[src/rtl/sam_pkg.sv]
package sam_pkg;
  // Register-bus select codes
  typedef enum logic [1:0] {
    RSEL_PTR_LO = 2'd0,
    RSEL_PTR_HI = 2'd1,
    RSEL_DATA   = 2'd2,
    RSEL_NONE   = 2'd3
  } rsel_e;

  // Port sequencer states
  typedef enum logic [1:0] {
    ST_IDLE   = 2'd0,
    ST_PAIR2  = 2'd1,
    ST_RDWAIT = 2'd2
  } port_st_e;
endpackage

[src/rtl/sam_ptr.sv]
module sam_ptr #(
  parameter int LOW_AW = 9,
  parameter int DW     = 8,
  localparam int PW    = LOW_AW + 1,
  localparam int HI_W  = LOW_AW - DW
) (
  input  logic          clk,
  input  logic          rst_n,
  input  logic          ld_lo,
  input  logic          ld_hi,
  input  logic          step,
  input  logic [DW-1:0] wdata,
  output logic [PW-1:0] ptr,
  output logic          prio
);
  logic [DW-1:0]   lo_q;
  logic [HI_W-1:0] hi_q;

  // Word address to byte pointer
  function automatic logic [PW-1:0] word_to_ptr(input logic [HI_W-1:0] hi,
                                                input logic [DW-1:0] lo);
    word_to_ptr = {hi, lo, 1'b0};
  endfunction

  function automatic logic [PW-1:0] ptr_next(input logic [PW-1:0] p);
    ptr_next = p + 1'b1;
  endfunction

  always_ff @(posedge clk) begin
    if (!rst_n) begin
      lo_q <= '0;
      hi_q <= '0;
      ptr  <= '0;
      prio <= 1'b0;
    end else if (ld_lo) begin
      lo_q <= wdata;
      ptr  <= word_to_ptr(hi_q, wdata);
    end else if (ld_hi) begin
      hi_q <= wdata[HI_W-1:0];
      prio <= wdata[DW-1];
      ptr  <= word_to_ptr(wdata[HI_W-1:0], lo_q);
    end else if (step) begin
      ptr  <= ptr_next(ptr);
    end
  end
endmodule

[src/rtl/sam_ctrl.sv]
module sam_ctrl
  import sam_pkg::*;
#(
  parameter int LOW_AW = 9,
  parameter int HI_AW  = 5,
  parameter int DW     = 8,
  localparam int PW    = LOW_AW + 1
) (
  input  logic          clk,
  input  logic          rst_n,
  input  logic          bus_req,
  input  logic          bus_we,
  input  logic [1:0]    bus_sel,
  input  logic [DW-1:0] bus_wdata,
  input  logic [PW-1:0] ptr,
  input  logic [DW-1:0] mem_rdata,
  output logic          bus_ready,
  output logic          bus_rvalid,
  output logic [DW-1:0] bus_rdata,
  output logic          ld_lo,
  output logic          ld_hi,
  output logic          step,
  output logic          mem_en,
  output logic          mem_we,
  output logic [PW-1:0] mem_addr,
  output logic [DW-1:0] mem_wdata,
  output logic          ev_direct_wr,
  output logic          ev_latch_only,
  output logic          ev_pair_first,
  output logic          ev_rd
);
  port_st_e      st;
  logic [DW-1:0] latch_q;
  logic [PW-1:0] pend_addr;
  logic [DW-1:0] pend_byte;
  logic          rd_even;

  logic acc, acc_data, upper, even;

  // Pointer to physical byte address, folding the upper range
  function automatic logic [PW-1:0] phys_of(input logic [PW-1:0] p);
    if (p[LOW_AW]) phys_of = {1'b1, {(LOW_AW-HI_AW){1'b0}}, p[HI_AW-1:0]};
    else           phys_of = p;
  endfunction

  function automatic logic [PW-1:0] pair_base(input logic [PW-1:0] p);
    pair_base = {p[PW-1:1], 1'b0};
  endfunction

  assign bus_ready  = (st == ST_IDLE);
  assign acc        = bus_req && bus_ready;
  assign acc_data   = acc && (bus_sel == RSEL_DATA);
  assign upper      = ptr[LOW_AW];
  assign even       = !ptr[0];

  assign ld_lo      = acc && bus_we && (bus_sel == RSEL_PTR_LO);
  assign ld_hi      = acc && bus_we && (bus_sel == RSEL_PTR_HI);
  assign step       = acc_data;

  assign ev_direct_wr  = acc_data && bus_we && upper;
  assign ev_latch_only = acc_data && bus_we && !upper && even;
  assign ev_pair_first = acc_data && bus_we && !upper && !even;
  assign ev_rd         = acc_data && !bus_we;

  assign bus_rvalid = (st == ST_RDWAIT);
  assign bus_rdata  = bus_rvalid ? mem_rdata : '0;

  always_comb begin
    mem_en    = 1'b0;
    mem_we    = 1'b0;
    mem_addr  = '0;
    mem_wdata = '0;
    if (st == ST_PAIR2) begin
      mem_en    = 1'b1;
      mem_we    = 1'b1;
      mem_addr  = pend_addr;
      mem_wdata = pend_byte;
    end else if (ev_direct_wr) begin
      mem_en    = 1'b1;
      mem_we    = 1'b1;
      mem_addr  = phys_of(ptr);
      mem_wdata = bus_wdata;
    end else if (ev_pair_first) begin
      mem_en    = 1'b1;
      mem_we    = 1'b1;
      mem_addr  = pair_base(ptr);
      mem_wdata = latch_q;
    end else if (ev_rd) begin
      mem_en    = 1'b1;
      mem_addr  = phys_of(ptr);
    end
  end

  always_ff @(posedge clk) begin
    if (!rst_n) begin
      st        <= ST_IDLE;
      latch_q   <= '0;
      pend_addr <= '0;
      pend_byte <= '0;
      rd_even   <= 1'b0;
    end else begin
      case (st)
        ST_IDLE: begin
          if (ev_pair_first) begin
            st        <= ST_PAIR2;
            pend_addr <= ptr;
            pend_byte <= bus_wdata;
          end else if (ev_rd) begin
            st      <= ST_RDWAIT;
            rd_even <= even;
          end
          if (ev_latch_only || (ev_direct_wr && even)) latch_q <= bus_wdata;
        end
        ST_PAIR2: st <= ST_IDLE;
        ST_RDWAIT: begin
          st <= ST_IDLE;
          if (rd_even) latch_q <= mem_rdata;
        end
        default: st <= ST_IDLE;
      endcase
    end
  end
endmodule

[src/rtl/sam_port.sv]
module sam_port #(
  parameter int LOW_AW = 9,
  parameter int HI_AW  = 5,
  parameter int DW     = 8,
  localparam int PW    = LOW_AW + 1
) (
  input  logic          clk,
  input  logic          rst_n,
  input  logic          bus_req,
  input  logic          bus_we,
  input  logic [1:0]    bus_sel,
  input  logic [DW-1:0] bus_wdata,
  output logic          bus_ready,
  output logic          bus_rvalid,
  output logic [DW-1:0] bus_rdata,
  output logic          prio_rotate,
  output logic          mem_en,
  output logic          mem_we,
  output logic [PW-1:0] mem_addr,
  output logic [DW-1:0] mem_wdata,
  input  logic [DW-1:0] mem_rdata
);
  logic [PW-1:0] ptr_q;
  logic ld_lo, ld_hi, step;
  logic ev_direct_wr, ev_latch_only, ev_pair_first, ev_rd;

  sam_ptr #(.LOW_AW(LOW_AW), .DW(DW)) u_ptr (
    .clk   (clk),
    .rst_n (rst_n),
    .ld_lo (ld_lo),
    .ld_hi (ld_hi),
    .step  (step),
    .wdata (bus_wdata),
    .ptr   (ptr_q),
    .prio  (prio_rotate)
  );

  sam_ctrl #(.LOW_AW(LOW_AW), .HI_AW(HI_AW), .DW(DW)) u_ctrl (
    .clk           (clk),
    .rst_n         (rst_n),
    .bus_req       (bus_req),
    .bus_we        (bus_we),
    .bus_sel       (bus_sel),
    .bus_wdata     (bus_wdata),
    .ptr           (ptr_q),
    .mem_rdata     (mem_rdata),
    .bus_ready     (bus_ready),
    .bus_rvalid    (bus_rvalid),
    .bus_rdata     (bus_rdata),
    .ld_lo         (ld_lo),
    .ld_hi         (ld_hi),
    .step          (step),
    .mem_en        (mem_en),
    .mem_we        (mem_we),
    .mem_addr      (mem_addr),
    .mem_wdata     (mem_wdata),
    .ev_direct_wr  (ev_direct_wr),
    .ev_latch_only (ev_latch_only),
    .ev_pair_first (ev_pair_first),
    .ev_rd         (ev_rd)
  );
endmodule

[config.mk]
export PLATFORM = sky130hd
export DESIGN_NAME = sam_port
export DESIGN_NICKNAME = d
export VERILOG_FILES = /design/src/rtl/sam_pkg.sv /design/src/rtl/sam_ptr.sv /design/src/rtl/sam_ctrl.sv /design/src/rtl/sam_port.sv
export SDC_FILE = /design/constraint.sdc
export NUM_CORES = 1
export LEC_CHECK = 0
export BUFFER_PORTS_ARGS = -buffer_cell sky130_fd_sc_hd__buf_2
export CELL_PAD_IN_SITES_DETAIL_PLACEMENT = 1
export CELL_PAD_IN_SITES_GLOBAL_PLACEMENT = 1
export CORE_ASPECT_RATIO = 1.2
export CORE_MARGIN = 5
export CORE_UTILIZATION = 36
export DETAILED_ROUTE_END_ITERATION = 10
export PLACE_DENSITY_LB_ADDON = 0.1
export SLEW_MARGIN = 25
export SYNTH_ARGS = -nofsm -noshare
export SYNTH_HDL_FRONTEND = slang
export SYNTH_SLANG_ARGS = --single-unit
[constraint.sdc]
create_clock -name clk -period 1.9 [get_ports clk]
set_clock_uncertainty 0.05 [all_clocks]
set_input_delay 0.095 -clock clk [delete_from_list [all_inputs] [get_ports clk]]
set_output_delay 0.095 -clock clk [all_outputs]
set_load 0.01 [all_outputs]
==> results.sh, run 1 <==
export IMPL_htree_levels=2
export IMPL_die_area_mm2=0.00888
export IMPL_worstSkewPairLatency_ps=310
export IMPL_min_delay_path_depth=3
export IMPL_hp_start="bus_wdata[6]"
export IMPL_synth_seq_cells=49
export IMPL_period_share_pct=102
export IMPL_rr_worst_depth=7
export IMPL_final_core_util_pct=48.7
export IMPL_cpMaxStageDelayCell="or3b_4"
export IMPL_violations="negative setup slack"
export IMPL_max_slew_margin_pct=70.9
export IMPL_final_cells=466
export IMPL_final_area_mm2=0.00334
export IMPL_cts_root_buf="clkbuf_8"
export IMPL_final_cell_mix="nand2_1 (57), buf_2 (51), dfxtp_1 (46)"
export IMPL_required_ps=1750
export IMPL_layout_commonest_cell="nand2_1"
export IMPL_ys_types=51
export IMPL_yosysWarnings=0
export IMPL_grt_pass1_wl_um=13100
export IMPL_cts_tree="done"
export IMPL_avgSynthCellArea_um2=8.42
export IMPL_setup_slack_ps=-34.2
export IMPL_p_comb_share_pct=13.0
export IMPL_cp_slowest_stage_delay_ps=420
export IMPL_hold_path_class="in -> reg"
export IMPL_drt_iter0_drc=126
export IMPL_finalCriticalPeriod_ps=1930
export IMPL_dr_total_vias=2538
export IMPL_wl_um=8140
export IMPL_wl_per_cell_um=17.5
export IMPL_r2r_end="u_ctrl.pend_addr[1]"
export IMPL_seq_power_share_pct=53.6
export IMPL_syn2layout_area_growth_pct=30.7
export IMPL_post_place_cells=449
export IMPL_pwr_density_cell_mw_per_mm2=595
export IMPL_cts_made_buffers=5
export IMPL_synth_ff_type="dfxtp_1"
export IMPL_grt_overflow=0
export IMPL_grt_pass1_vias=2633
export IMPL_clockBufferDepth=2
export IMPL_rows=33
export IMPL_p_leak_nw=1.40
export IMPL_reg2reg_from="u_ctrl.st[0]"
export IMPL_nNetsFinal=401
export IMPL_core_area_mm2=0.00685
export IMPL_hold_path_end="u_ctrl.pend_byte[6]"
export IMPL_syn_num_nets=326
export IMPL_cts_clk_slew_worst_paths_ps=100
export IMPL_rsz0062_at_grt="yes"
export IMPL_setup_viol=8
export IMPL_drive_gt1_share_pct=33.0
export IMPL_critPathMaxFanout=8
export IMPL_dpl_cell_area_mm2=0.00304
export IMPL_dpl_hpwl_um=5760
export IMPL_rrSetupSlack_ps=20
export IMPL_ff_latch_area_um2=985
export IMPL_path_class="reg -> out"
export IMPL_cp_end_kind="output port"
export IMPL_cp_data_arrival_time_ps=1790
export IMPL_ant_nets=0
export IMPL_netlist_area_mm2=0.00255
export IMPL_tightest_slew_ps=435
export IMPL_p_int_mw=1.46
export IMPL_switching_share_pct=26.5
export IMPL_gp_congestion=0.817
export IMPL_grt_usage_pct=18.8
export IMPL_p_sw_mw=0.527
export IMPL_yosysSeqAreaShare_pct=38.4
export IMPL_peakVddDrop_mv=0.247
export IMPL_initial_core_util_pct=37.2
export IMPL_antenna_found_initial=0
export IMPL_startpoint_type="register"
export IMPL_synth_edf_count=0
export IMPL_drv_slew=0
export IMPL_chipHeight_um=102
export IMPL_fill_cells=856
export IMPL_path_cells="or3b_4, buf_8, nor4_4, buf_6, a22oi_1, nand2_1, buf_2"
export IMPL_grt_max_degree=21
export IMPL_power_mw=1.99
export IMPL_post_place_ws_ps=33.8
export IMPL_die_w_um=86.9
export IMPL_ys_async_sr_fraction_pct=0
export IMPL_multi_input_area_mm2=0.00153
export IMPL_cp_startpoint="u_ctrl.st[0]"
export IMPL_clock_sinks=49
export IMPL_clkPwrFrac_pct=33.4
export IMPL_drcViolationCount=0
export IMPL_cap_viol_max_count=0
export IMPL_max_freq_mhz=517
export IMPL_status="finished, violations left"
export IMPL_netlist_instances=303
export IMPL_hold_viol_final=0
export IMPL_first_pass_iters=5
export IMPL_portBuffers=52
export IMPL_antenna_cells=0
export IMPL_vias_per_cell=5.45
export IMPL_num_io_pins=53
-- synthesized netlist by cell type, drive strengths merged, types with 3 or more instances --
library cell	count	area, um2
a21boi	11	82.6
nor2b	9	56.3
a21oi	24	124
clkbuf	11	41.3
nand4	4	25.0
buf	9	65.1
inv	4	15.0
and3	7	43.8
nor3	3	26.3
nand2b	5	31.3
nor4	3	46.3
a22o	10	87.6
o21ai	10	50.1
a211oi	10	75.1
a22oi	8	60.1
mux2i	11	110
nor2	17	63.8
nand2	59	221
mux2	4	45.0
and2	7	43.8
dfxtp	49	981
-- worst max path at each step --
stage                   endpoint  slack [ps]  cells past startpoint
floorplan           u_ctrl.st[0]          30                      5
global placement    mem_wdata[7]          70                      7
detailed placement  mem_wdata[7]          30                      7
CTS                 mem_wdata[7]         -50                      7
global route        mem_wdata[1]        -130                      7
finish              mem_wdata[7]         -30                      7
-- logic make-up (layout without fill, tap and decap cells) --
| logic type | after synthesis | in the layout | synth area share, % |
|---|---|---|---|
| fa+ha+maj | 1 | 1 | 0.490 |
| buf+inv | 24 | 100 | 4.75 |
| flops | 49 | 49 | 38.4 |
| mux | 15 | 15 | 6.08 |
| compound gates | 91 | 91 | 25.1 |
| xor+xnor | 1 | 1 | 0.343 |
| simple gates | 122 | 122 | 24.9 |
-- metal layers --
metal,up-vias,track usage [%],part of all wire [%]
li1,1244,-,-
met1,1236,22.1,42
met2,48,34.1,53
met3,10,3.55,3.3
met4,0,5.76,1.4
met5,-,0,0
-- registers in the layout, indices dropped and copies added (netlist names) --
| name | flops |
|---|---|
| u_ctrl.pend_addr | 10 |
| u_ptr.ptr | 10 |
| u_ctrl.latch_q | 8 |
| u_ctrl.pend_byte | 8 |
| u_ptr.lo_q | 8 |
| u_ctrl.st | 2 |
| u_ctrl.rd_even | 1 |
| u_ptr.hi_q | 1 |
| u_ptr.prio | 1 |
-- critical path: cells and delay by family, from the launching register on --
kind                   cells  cell delay, ps
and+or+nand+nor            3             630
DFF                        1             330
buffers and inverters      3             440
AOI/OAI and AO/OA          1              80
-- per-stage QoR --
step | setup TNS [ps] | hold slack, ps
floorplan | 0 | 181
global route | -1770 | 20.2
detailed placement | 0 | 344
global placement | 0 | 335
CTS | -473 | 5.09
finish | -208 | 14.2
-- timing repair --
item	CTS	global route
hold buffers	0	0
gates cloned	0	1
setup endpoints to repair	18	40
setup buffers	5	3
resized for setup	13	27
pin swaps	13	13
-- power by group through the flow --
| stage | logic [mW] | registers [mW] | clock network (mW) |
|---|---|---|---|
| after floorplan | 0.129 | 1.08 | 0 |
| after global placement | 0.225 | 1.09 | 0 |
| after detailed placement | 0.229 | 1.09 | 0 |
| after CTS | 0.247 | 1.06 | 0.686 |
| after global routing | 0.284 | 1.07 | 0.720 |
| final | 0.258 | 1.06 | 0.664 |
-- cell type report --
class / count / area share [%]
multi-input combinational: 230 / 45.9
clock buffer: 6 / 2.48
inverter: 4 / 0.450
timing repair buffer: 88 / 18.0
clock inverter: 2 / 0.413
sequential: 49 / 29.5
tap: 87 / 3.26
(Power assumes the default switching activity.)
==> run 2, diff against run 1 <==
- ABC_AREA: unset -> 1
- CORE_UTILIZATION: 36 -> 34
==> results.sh, run 2 <==
export IMPL_ys_async_sr_fraction_pct=0
export IMPL_syn_num_nets=429
export IMPL_peakVddDrop_mv=0.270
export IMPL_cts_root_buf="clkbuf_8"
export IMPL_hold_viol_final=0
export IMPL_wl_per_cell_um=15.7
export IMPL_synth_edf_count=0
export IMPL_avgSynthCellArea_um2=6.41
export IMPL_nNetsFinal=493
export IMPL_drv_slew=0
export IMPL_syn2layout_area_growth_pct=21.9
export IMPL_post_place_cells=548
export IMPL_clockBufferDepth=2
export IMPL_period_share_pct=94.1
export IMPL_first_pass_iters=4
export IMPL_worst_path_buf_inv=2
export IMPL_rr_worst_depth=8
export IMPL_worstSkewPairLatency_ps=310
export IMPL_vias_per_cell=5.11
export IMPL_hold_path_class="in -> reg"
export IMPL_dpl_hpwl_um=6700
export IMPL_netlist_area_mm2=0.00260
export IMPL_die_area_mm2=0.00952
export IMPL_cts_made_buffers=5
export IMPL_drive_gt1_share_pct=21.2
export IMPL_path_cells="nor2_4, nand4_4, nor2_1, buf_4, nand4_1, nand3_1, buf_2"
export IMPL_startpoint_type="register"
export IMPL_core_area_mm2=0.00758
export IMPL_die_w_um=89.9
export IMPL_post_place_ws_ps=320
export IMPL_rows=35
export IMPL_cp_slowest_stage_delay_ps=340
export IMPL_p_int_mw=1.39
export IMPL_yosysTopAreaCell="dfxtp_1"
export IMPL_required_ps=1750
export IMPL_seq_power_share_pct=55.9
export IMPL_reg2reg_from="u_ctrl.st[0]"
export IMPL_gp_congestion=0.811
export IMPL_setup_slack_ps=112
export IMPL_p_leak_nw=1.46
export IMPL_cap_viol_max_count=0
export IMPL_yosysWarnings=0
export IMPL_grt_pass1_wl_um=14400
export IMPL_synth_area_leaders="dfxtp_1 (38%), nand2_1 (18%), nor2_1 (8.1%), a21oi_1 (6.0%), nand3_1 (5.6%)"
export IMPL_rsz0062_at_grt="yes"
export IMPL_chipHeight_um=106
export IMPL_wl_um=8860
export IMPL_final_core_util_pct=41.9
export IMPL_rrSetupSlack_ps=200
export IMPL_clock_sinks=49
export IMPL_crit_family="simple AND/OR/NAND/NOR gates"
export IMPL_dr_total_vias=2877
export IMPL_synth_seq_cells=49
export IMPL_max_slew_margin_pct=57.0
export IMPL_ys_types=29
export IMPL_grt_usage_pct=18.7
export IMPL_cp_end_kind="output port"
export IMPL_p_sw_mw=0.529
export IMPL_critPathMaxFanout=8
export IMPL_tightest_slew_ps=644
export IMPL_max_freq_mhz=559
export IMPL_path_class="reg -> out"
export IMPL_yosysMostFrequentCell="nand2_1"
export IMPL_portBuffers=52
export IMPL_drt_iter0_drc=124
export IMPL_finalCriticalPeriod_ps=1790
export IMPL_final_cells=563
export IMPL_switching_share_pct=27.6
export IMPL_hp_start="bus_wdata[4]"
export IMPL_final_cell_mix="nand2_1 (121), nor2_1 (56), buf_2 (52)"
export IMPL_cts_clk_slew_worst_paths_ps=90
export IMPL_clkPwrFrac_pct=32.2
export IMPL_ant_nets=0
export IMPL_setup_viol=0
export IMPL_yosysSeqAreaShare_pct=37.7
export IMPL_synthTopCellsByCount="nand2_1 (123), nor2_1 (56), dfxtp_1 (49)"
export IMPL_r2r_end="u_ptr.ptr[7]"
export IMPL_initial_core_util_pct=34.4
export IMPL_layout_commonest_cell="nand2_1"
export IMPL_status="finished, final reports clean"
export IMPL_min_delay_path_depth=3
export IMPL_antenna_found_initial=0
export IMPL_synth_top_area_share_pct=37.7
export IMPL_cp_data_arrival_time_ps=1640
export IMPL_pwr_density_cell_mw_per_mm2=605
export IMPL_hold_path_end="u_ctrl.pend_byte[4]"
export IMPL_largest_registers="u_ctrl.pend_addr x10, u_ptr.ptr x10"
export IMPL_synth_ff_type="dfxtp_1"
export IMPL_num_io_pins=53
export IMPL_cpMaxStageDelayCell="dfxtp_2"
export IMPL_grt_overflow=0
export IMPL_cts_tree="done"
export IMPL_netlist_instances=406
export IMPL_drcViolationCount=0
export IMPL_power_mw=1.92
export IMPL_grt_pass1_vias=2862
export IMPL_htree_levels=2
export IMPL_grt_max_degree=27
export IMPL_p_comb_share_pct=11.9
export IMPL_antenna_cells=0
==> run 2: power by group through the flow <==
stage                     Sequential, mW  Clock (mW)  Combinational [mW]
after floorplan                     1.09           0               0.126
after global placement              1.10           0               0.215
after detailed placement            1.10           0               0.218
after CTS                           1.07       0.637               0.222
after global routing                1.08       0.679               0.256
final                               1.07       0.619               0.228
==> run 2: timing repair <==
item,4_1_cts,5_1_grt
buffers inserted,1,5
gates resized for setup,2,8
gates cloned,1,0
setup endpoints to repair,9,16
pin swaps,2,5
hold buffers,0,0
==> run 2: worst reg2reg max path: stages (launching register included) <==
cell and delay [ps]:
dfxtp_2 340, nor2_4 190, buf_4 150, buf_4 100, nand3_1 100, nor2_2 290
nand2_1 140, and2_1 170, a21oi_1 110
==> run 2: cell type report <==
cell class / count / area [um2]
flip-flops and latches: 49 / 985
clock buffers: 8 / 80.1
well taps: 92 / 115
repair buffers: 71 / 403
multi-input cells: 311 / 1470
inverters: 32 / 120
fillers: 1033 / 4400
==> run 2: how the worst max path moves through the flow <==
stage                            start  cells past startpoint           end
after global placement    u_ctrl.st[1]                      8   mem_addr[0]
after floorplan           u_ctrl.st[1]                      6   mem_addr[1]
after CTS                 u_ctrl.st[1]                      8  mem_wdata[2]
final                     u_ctrl.st[0]                      7  mem_wdata[0]
after detailed placement  u_ctrl.st[1]                      8  mem_wdata[2]
after global routing      u_ctrl.st[0]                      8   mem_addr[0]
==> run 2: kinds of logic after synthesis <==
group / after synthesis / synth area share (%)
flops: 49 / 37.7
fa+ha+maj: 1 / 0.480
compound gates: 78 / 15.9
simple gates: 231 / 38.5
buf+inv: 47 / 7.50
==> run 2: metal layers <==
metal	up-vias	track usage (%)	routed length [um]
met3	7	3.21	261
li1	1441	-	-
met2	42	34.9	4700
met5	-	0	0
met1	1387	22.1	3820
met4	0	4.26	74
==> run 2: metrics by stage <==
stage	area [um2]	TNS, ps	hold slack, ps
after floorplan	2600	0	180
after global routing	3170	-71.4	69.8
after CTS	3100	0	49.2
final	3170	0	51.7
after global placement	3000	0	350
after detailed placement	3000	0	361
==> run 3, diff against run 2 <==
- CELL_PAD_IN_SITES_DETAIL_PLACEMENT: 1 -> 0
- CELL_PAD_IN_SITES_GLOBAL_PLACEMENT: 1 -> 2
- CORE_UTILIZATION: 34 -> 26
==> results.sh, run 3 (synthesized netlist as in run 2, its figures left out) <==
export IMPL_status="finished, final reports clean"
export IMPL_gp_congestion=0.755
export IMPL_wl_um=9180
export IMPL_vias_per_cell=4.65
export IMPL_path_class="reg -> out"
export IMPL_drive_gt1_share_pct=20.2
export IMPL_chipHeight_um=120
export IMPL_cpMaxStageDelayCell="dfxtp_2"
export IMPL_drt_iter0_drc=96
export IMPL_grt_usage_pct=15.5
export IMPL_grt_pass1_wl_um=14400
export IMPL_critPathMaxFanout=5
export IMPL_r2r_end="u_ptr.ptr[8]"
export IMPL_initial_core_util_pct=26.3
export IMPL_grt_pass1_vias=2622
export IMPL_drv_slew=0
export IMPL_final_cell_mix="nand2_1 (121), nor2_1 (56), buf_2 (52)"
export IMPL_cts_clk_slew_worst_paths_ps=70
export IMPL_peakVddDrop_mv=0.315
export IMPL_max_freq_mhz=535
export IMPL_pwr_density_cell_mw_per_mm2=680
export IMPL_period_share_pct=98.5
export IMPL_cts_tree="done"
export IMPL_antenna_cells=0
export IMPL_startpoint_type="register"
export IMPL_clockBufferDepth=2
export IMPL_dr_total_vias=2753
export IMPL_grt_max_degree=27
export IMPL_tightest_slew_ps=332
export IMPL_hold_path_class="in -> reg"
export IMPL_core_area_mm2=0.00991
export IMPL_ant_nets=0
export IMPL_htree_levels=2
export IMPL_dpl_hpwl_um=6860
export IMPL_clock_sinks=49
export IMPL_cp_slowest_stage_delay_ps=340
export IMPL_hold_path_end="u_ctrl.pend_byte[4]"
export IMPL_post_place_ws_ps=290
export IMPL_cp_end_kind="output port"
export IMPL_final_setup_tns_ps=0
export IMPL_rsz0062_at_grt="yes"
export IMPL_setup_viol=0
export IMPL_rrSetupSlack_ps=320
export IMPL_p_leak_nw=1.48
export IMPL_first_pass_iters=4
export IMPL_path_cells="nor2_4, nand2_4, nor2_4, o31ai_1, buf_4, o21ai_1, buf_2"
export IMPL_cap_viol_max_count=0
export IMPL_hold_viol_final=0
export IMPL_min_delay_path_depth=3
export IMPL_largest_registers="u_ctrl.pend_addr x10, u_ptr.ptr x10"
export IMPL_hp_start="bus_wdata[4]"
export IMPL_postCtsHoldBufs=0
export IMPL_die_area_mm2=0.0121
export IMPL_worst_path_buf_inv=2
export IMPL_reg2reg_from="u_ctrl.st[1]"
export IMPL_grt_overflow=0
export IMPL_crit_family="simple AND/OR/NAND/NOR gates"
export IMPL_path_common_cell="nor2_4"
export IMPL_layout_commonest_cell="nand2_1"
export IMPL_cts_made_buffers=5
export IMPL_cts_root_buf="clkbuf_16"
export IMPL_setup_slack_ps=29.1
export IMPL_cp_data_arrival_time_ps=1730
export IMPL_die_w_um=101
export IMPL_syn2layout_area_growth_pct=24.6
export IMPL_finalCriticalPeriod_ps=1870
export IMPL_antenna_found_initial=0
export IMPL_max_slew_margin_pct=77.9
export IMPL_portBuffers=52
export IMPL_nNetsFinal=489
export IMPL_worstSkewPairLatency_ps=290
export IMPL_rr_worst_depth=9
export IMPL_wl_per_cell_um=15.5
export IMPL_rows=40
export IMPL_required_ps=1750
export IMPL_drcViolationCount=0
export IMPL_num_io_pins=53
==> run 3: cell type report <==
cell class	count	area [um2]
fill	1128	6670
clock buffer	7	143
inverter	32	120
sequential	49	982
multi-input combinational	311	1460
tap	126	158
timing repair buffer	67	385
==> run 3: worst min-delay path: cells and delay by family <==
family | cells | cell delay (ps)
buf+inv | 1 | 140
simple gates | 2 | 140
==> run 3: worst max-delay path by stage <==
stage                  from           to  slack (ps)  depth (start not counted)
2_1_floorplan  u_ctrl.st[1]  mem_addr[1]         480                          6
3_5_place_dp   u_ctrl.st[1]  mem_addr[0]         290                          8
3_3_place_gp   u_ctrl.st[1]  mem_addr[0]         330                          8
5_1_grt        u_ctrl.st[1]  mem_addr[3]         -70                          7
4_1_cts        u_ctrl.st[0]  mem_addr[0]          20                          8
6_report       u_ctrl.st[1]  mem_addr[3]          30                          7
==> run 3: what timing repair did <==
action                                  CTS  global route
endpoints found under the setup margin    9            15
gates cloned                              1             0
gates resized for setup                   2             4
pin swaps                                 2             6
hold endpoints to repair                  0             0
buffers inserted                          0             1
==> run 3: routing by layer <==
layer  up-vias  wire [um]  track usage [%]
li1       1435          -                -
met1      1254       4040             19.0
met2        56       4640             27.3
met3         8        336             2.79
met4         0        163             4.66
met5         -          0                0
==> run 3: where the power goes <==
group          total, mW  leakage (nW)  switching [mW]  internal, mW
registers           1.07         0.397          0.0233          1.05
clock network      0.904        0.0700           0.385         0.518
logic              0.231          1.01           0.151        0.0805
total               2.21          1.48           0.559          1.65
==> run 3: metrics by stage <==
step	utilization, %	hold slack [ps]	total power [mW]	cells	instance area [um2]
finish	32.7	66.4	2.21	592	3240
global route	32.7	77.0	2.31	592	3240
global placement	30.9	360	1.33	583	3060
floorplan	-	180	1.21	406	2600
CTS	32.5	63.6	2.25	591	3220
detailed placement	30.9	372	1.32	583	3060
